$ cat src/rtl/os4_cdr_pkg.sv
package os4_cdr_pkg;
  localparam int PHASE_W = 2;
  localparam logic [PHASE_W-1:0] PH_EDGE   = 2'd0;
  localparam logic [PHASE_W-1:0] PH_LATE   = 2'd1;
  localparam logic [PHASE_W-1:0] PH_SAMPLE = 2'd2;
  localparam logic [PHASE_W-1:0] PH_EARLY  = 2'd3;

  typedef enum logic [2:0] {
    EDGE_NONE, EDGE_ONTIME, EDGE_EARLY, EDGE_LATE, EDGE_STRAY
  } edgeKind_t;

  typedef struct packed {
    logic seed;
    logic shorten;
    logic stretch;
  } phaseCmd_t;
endpackage

$ cat src/rtl/os4_cdr_datapath.sv
module os4_cdr_datapath
  import os4_cdr_pkg::*;
#(
  parameter int SYNC_STAGES = 2
) (
  input  logic      clk,
  input  logic      rstN,
  input  logic      lineIn,
  input  phaseCmd_t cmd,
  output logic      edgeSeen,
  output edgeKind_t edgeKind,
  output logic      samplePoint,
  output logic      lineLevel
);
  logic [SYNC_STAGES-1:0] syncQ;
  logic                   prevLevel;
  logic [PHASE_W-1:0]     phase;

  for (genvar g = 0; g < SYNC_STAGES; g++) begin : gSync
    if (g == 0) begin : gFirst
      always_ff @(posedge clk or negedge rstN)
        if (!rstN) syncQ[g] <= 1'b0;
        else       syncQ[g] <= lineIn;
    end else begin : gNext
      always_ff @(posedge clk or negedge rstN)
        if (!rstN) syncQ[g] <= 1'b0;
        else       syncQ[g] <= syncQ[g-1];
    end
  end

  assign lineLevel = syncQ[SYNC_STAGES-1];

  always_ff @(posedge clk or negedge rstN)
    if (!rstN) prevLevel <= 1'b0;
    else       prevLevel <= lineLevel;

  assign edgeSeen = lineLevel ^ prevLevel;

  always_comb begin
    edgeKind = EDGE_NONE;
    if (edgeSeen) begin
      unique case (phase)
        PH_EDGE:  edgeKind = EDGE_ONTIME;
        PH_LATE:  edgeKind = EDGE_LATE;
        PH_EARLY: edgeKind = EDGE_EARLY;
        default:  edgeKind = EDGE_STRAY;
      endcase
    end
  end

  always_ff @(posedge clk or negedge rstN)
    if (!rstN)            phase <= PH_EDGE;
    else if (cmd.seed)    phase <= PH_EDGE + 2'd1;
    else if (cmd.shorten) phase <= phase + 2'd2;
    else if (cmd.stretch) phase <= phase;
    else                  phase <= phase + 2'd1;

  assign samplePoint = (phase == PH_SAMPLE);
endmodule

$ cat src/rtl/os4_cdr_control.sv
module os4_cdr_control
  import os4_cdr_pkg::*;
#(
  parameter int LOCK_EDGES = 4
) (
  input  logic      clk,
  input  logic      rstN,
  input  edgeKind_t edgeKind,
  input  logic      samplePoint,
  output phaseCmd_t cmd,
  output logic      bitEn,
  output logic      locked,
  output logic      lockLost
);
  localparam int CNT_W = $clog2(LOCK_EDGES + 1);

  typedef enum logic [1:0] {ST_HUNT, ST_ACQ, ST_LOCK} state_t;

  state_t           state;
  logic [CNT_W-1:0] goodCnt;
  logic             goodEdge;
  logic             strayEdge;

  assign goodEdge  = (edgeKind == EDGE_ONTIME) || (edgeKind == EDGE_EARLY) ||
                     (edgeKind == EDGE_LATE);
  assign strayEdge = (edgeKind == EDGE_STRAY);

  always_comb begin
    cmd.seed    = (state == ST_HUNT) && (edgeKind != EDGE_NONE);
    cmd.shorten = (state != ST_HUNT) && (edgeKind == EDGE_EARLY);
    cmd.stretch = (state != ST_HUNT) && (edgeKind == EDGE_LATE);
  end

  always_ff @(posedge clk or negedge rstN) begin
    if (!rstN) begin
      state    <= ST_HUNT;
      goodCnt  <= '0;
      lockLost <= 1'b0;
    end else begin
      lockLost <= 1'b0;
      unique case (state)
        ST_HUNT: if (edgeKind != EDGE_NONE) begin
          state   <= ST_ACQ;
          goodCnt <= '0;
        end
        ST_ACQ: begin
          if (strayEdge) begin
            state    <= ST_HUNT;
            lockLost <= 1'b1;
          end else if (goodEdge) begin
            if (goodCnt == CNT_W'(LOCK_EDGES - 1)) state <= ST_LOCK;
            else                                   goodCnt <= goodCnt + 1'b1;
          end
        end
        ST_LOCK: if (strayEdge) begin
          state    <= ST_HUNT;
          lockLost <= 1'b1;
        end
        default: state <= ST_HUNT;
      endcase
    end
  end

  assign locked = (state == ST_LOCK);
  assign bitEn  = locked && samplePoint;
endmodule

$ cat src/rtl/os4_clock_recovery.sv
module os4_clock_recovery
  import os4_cdr_pkg::*;
#(
  parameter int SYNC_STAGES = 2,
  parameter int LOCK_EDGES  = 4
) (
  input  logic clk,
  input  logic rstN,
  input  logic lineIn,
  output logic bitEn,
  output logic bitVal,
  output logic locked,
  output logic lockLost
);
  phaseCmd_t cmd;
  edgeKind_t edgeKind;
  logic      edgeSeen;
  logic      samplePoint;

  os4_cdr_datapath #(.SYNC_STAGES(SYNC_STAGES)) u_dp (
    .clk(clk), .rstN(rstN), .lineIn(lineIn), .cmd(cmd),
    .edgeSeen(edgeSeen), .edgeKind(edgeKind),
    .samplePoint(samplePoint), .lineLevel(bitVal)
  );

  os4_cdr_control #(.LOCK_EDGES(LOCK_EDGES)) u_ctl (
    .clk(clk), .rstN(rstN), .edgeKind(edgeKind), .samplePoint(samplePoint),
    .cmd(cmd), .bitEn(bitEn), .locked(locked), .lockLost(lockLost)
  );
endmodule

$ cat config.mk
export PLATFORM = sky130hd
export DESIGN_NAME = os4_clock_recovery
export DESIGN_NICKNAME = d
export VERILOG_FILES = /design/src/rtl/os4_cdr_pkg.sv /design/src/rtl/os4_cdr_datapath.sv /design/src/rtl/os4_cdr_control.sv /design/src/rtl/os4_clock_recovery.sv
export SDC_FILE = /design/constraint.sdc
export NUM_CORES = 1
export LEC_CHECK = 0
export CAP_MARGIN = 20
export CORE_AREA = 8 8 45 47
export DETAILED_ROUTE_END_ITERATION = 8
export DIE_AREA = 0 0 53 55
export DONT_BUFFER_PORTS = 1
export GPL_ROUTABILITY_DRIVEN = 0
export HOLD_SLACK_MARGIN = 0.1
export PLACE_DENSITY = 0.65
export SLEW_MARGIN = 20
export SYNTH_ARGS = -nofsm -noshare
export SYNTH_HDL_FRONTEND = slang
export SYNTH_SLANG_ARGS = --single-unit
export TNS_END_PERCENT = 100
$ cat constraint.sdc
create_clock -name clk -period 2 [get_ports clk]
set_input_delay 0.4 -clock clk [delete_from_list [all_inputs] [get_ports clk]]
set_output_delay 0.4 -clock clk [all_outputs]
set_load 0.01 [all_outputs]
==> flow_summary.ini <==
[status]
status = completed

[job]
maxCapViolations = 0

[critical_path]
cp_slowest_stage_delay_ns = 0.41
critical_path.max_fanout = 6
cp_cell_sequence = inv_1, ha_2, or3b_4, o21ai_2, o211ai_2, mux2_4
crit_required_ns = 2.16
critPathCaptureType = flip-flop
arrival_ns = 2.05
cp_slowest_cell = or3b_4
crit_family = simple AND/OR/NAND/NOR gates
crit_buf_inv = 1
crit_path_start_kind = flip-flop
worstSetupPathType = reg2reg

[min_path]
hold_class = in2reg

[floorplanning]
die_h_microns = 55
die_area_sq_um = 2920
io_pins = 7
core-area_sq_um = 1380
fp-row-count = 14
initial_utilization = 0.486
die_w_microns = 53

[timing]
hold_ws_ns = 0.163
setup_viol = 0
drv_slew = 0
fmax_mhz = 528
worst-slew-pin-transition_ns = 0.480
timing.final.ws_setup_ns = 0.104
rsz0062_at_grt = yes
period_share = 0.948
report.final.hold_viol_count = 0
period_needed_ns = 1.90
maxSlewHeadroom = 0.679
finClkSkew_ns = 0.00649

[clock_network]
clock_sinks = 11
cts_tree = built
cts.htree.levels = 1
cts_setup_buffers = 0
ctsRootBufferMaster = clkbuf_4
cts_max_path_buffers = 2
cts.clk_slew.worst_paths_ns = 0.07
cts_made_buffers = 3
clk_latency_ns = 0.27

[finish]
fin_area_sq_um = 739
n_fill_cell = 135
diodes = 0
drive_gt1_frac = 0.179
final_util = 0.534
area_delta_synth_final_pct = 9.85
fin_nets = 81

[place]
place_ws_ns = 0.0723
place_area_sq_um = 701
io_buffers = 0
dp_hpwl_microns = 827

[power]
pwr-share-clk = 0.132
power_frac_comb = 0.570
power_frac_seq = 0.298
switching_share = 0.407
intPower_uw = 663
p_leak_uw = 0.000346
peakVddDrop_mv = 0.638
power_switching_uw = 454
power_density_nw_per_um2 = 1510

[route]
wl_per_cell_microns = 12.8
ant_nets = 0
vias = 438
totalWireLength_mm = 1.06
drt_drc_violations_left = 0
drt_iter0_markers = 1
dr.pass1.iters = 2
viasPerCell = 5.28

[logic_synthesis]
async_reset_ff_frac = 1.00
seq_area_frac_synth = 0.409
yosysTopAreaCell = dfrtp_1
synthTopCellsByCount = dfrtp_1, ha_1, inv_1, nand2_1
synth_top_area_frac = 0.409
synthCells = 61
avgSynthCellArea_sq_um = 11.0
syn_nets = 74
synthTopCellsByArea = dfrtp_1, ha_1, mux2i_1
synth_edf_count = 0
ys_seq_elements = 11
ys.warnings.count = 0
yosysMostFrequentCell = dfrtp_1
syn_area_sq_um = 673
synth_flop_cell = dfrtp_1
synth_cell_types = 23

[global_route]
grt_pass1_vias = 434
grtUsageTotal = 0.0895
grt_max_degree = 12
antenna_found_initial = 0
grt_pass1_wl_mm = 1.87
grt_overflow_total = 0
==> final timing paths <==
kind                                      startpoint  slack (ns)  depth (start not counted)                            to
max                        u_dp.phase[0]$_DFFE_PN0P_        0.10                          6    u_ctl.state[0]$_DFFE_PN0P_
min                                           lineIn        0.16                          0       u_dp.syncQ[0]$_DFF_PN0_
max reg2reg                u_dp.phase[0]$_DFFE_PN0P_        0.10                          6    u_ctl.state[0]$_DFFE_PN0P_
min reg2reg                  u_dp.syncQ[0]$_DFF_PN0_        0.35                          0      u_dp.lineLevel$_DFF_PN0_
max in group asynchronous                       rstN        1.14                          1     u_dp.phase[1]$_DFFE_PN0P_
min in group asynchronous                       rstN        0.52                          1  u_ctl.goodCnt[1]$_DFFE_PN0P_
==> final cells by class <==
cell class / instances / area (sq um) / area share
Clock buffer: 4 / 26.3 / 0.0355
Inverter: 6 / 22.5 / 0.0305
Multi-Input combinational cell: 44 / 378 / 0.511
Sequential cell: 11 / 275 / 0.372
Tap cell: 16 / 20.0 / 0.0271
Timing Repair Buffer: 2 / 17.5 / 0.0237
==> layout by cell type (no fill, tap or decap) <==
master and count:
a32oi_1 1, and2_1 1, buf_4 1, clkbuf_1 1, clkbuf_4 3, dfrtp_1 11, dlygate4sd3_1 1, ha_1 9
ha_2 1, inv_1 6, mux2_2 1, mux2_4 1, mux2i_1 3, nand2_1 4, nand2b_1 2, nor2_1 3
nor2b_1 2, nor3_1 2, nor3b_1 1, nor4_1 3, nor4b_1 1, o211ai_2 1, o21ai_1 2, o21ai_2 2
o22ai_1 1, or3b_4 1, xnor2_1 1, xnor2_2 1
==> metrics by stage <==
step | power [uW] | cells | TNS (ns)
6_report | 1120 | 83 | 0
5_1_grt | 1220 | 83 | -0.0201
4_1_cts | 1120 | 83 | 0
3_5_place_dp | 962 | 78 | 0
3_3_place_gp | 949 | 78 | 0
2_1_floorplan | 838 | 61 | 0
==> power by group through the flow <==
stage	clock (uW)	sequential (uW)	combinational, uW
after floorplan	0	326	511
after global placement	0	335	615
after detailed placement	0	336	625
after CTS	153	332	639
after global routing	166	339	718
final	147	333	637
==> what timing repair did <==
action / 4_1_cts / 5_1_grt
resized for setup: 0 / 1
setup endpoints to repair: 0 / 2
hold buffers: 1 / 0
hold endpoints to repair: 11 / 0
==> flip-flops by register name, summed over array words and instances, names as in the netlist <==
name / count
u_dp.lineLevel: 1
u_ctl.state: 2
u_ctl.lockLost: 1
u_dp.phase: 2
u_dp.prevLevel: 1
u_dp.syncQ: 1
u_ctl.goodCnt: 3
==> per-layer routing <==
metal / track usage / up-vias / wire length, microns
li1: - / 224 / -
met1: 0.100 / 202 / 496
met2: 0.139 / 7 / 481
met3: 0.0241 / 5 / 44
met4: 0.0776 / 0 / 40
met5: 0 / - / 0
==> worst reg2reg max path, cell delays in order (launching register included) <==
cell	delay (ns)
dfrtp_1	0.40
inv_1	0.14
ha_2	0.25
or3b_4	0.41
o21ai_2	0.16
o211ai_2	0.12
mux2_4	0.31
==> kinds of logic after synthesis <==
| family | Yosys count | synth area share |
|---|---|---|
| AO/OA/AOI/OAI | 7 | 0.0818 |
| XOR/XNOR | 2 | 0.0372 |
| adder cells (fa/ha/maj) | 10 | 0.186 |
| buffers and inverters | 6 | 0.0335 |
| flip-flops | 11 | 0.409 |
| multiplexers | 5 | 0.0836 |
| AND/OR/NAND/NOR | 20 | 0.169 |
(Power assumes the default switching activity.)
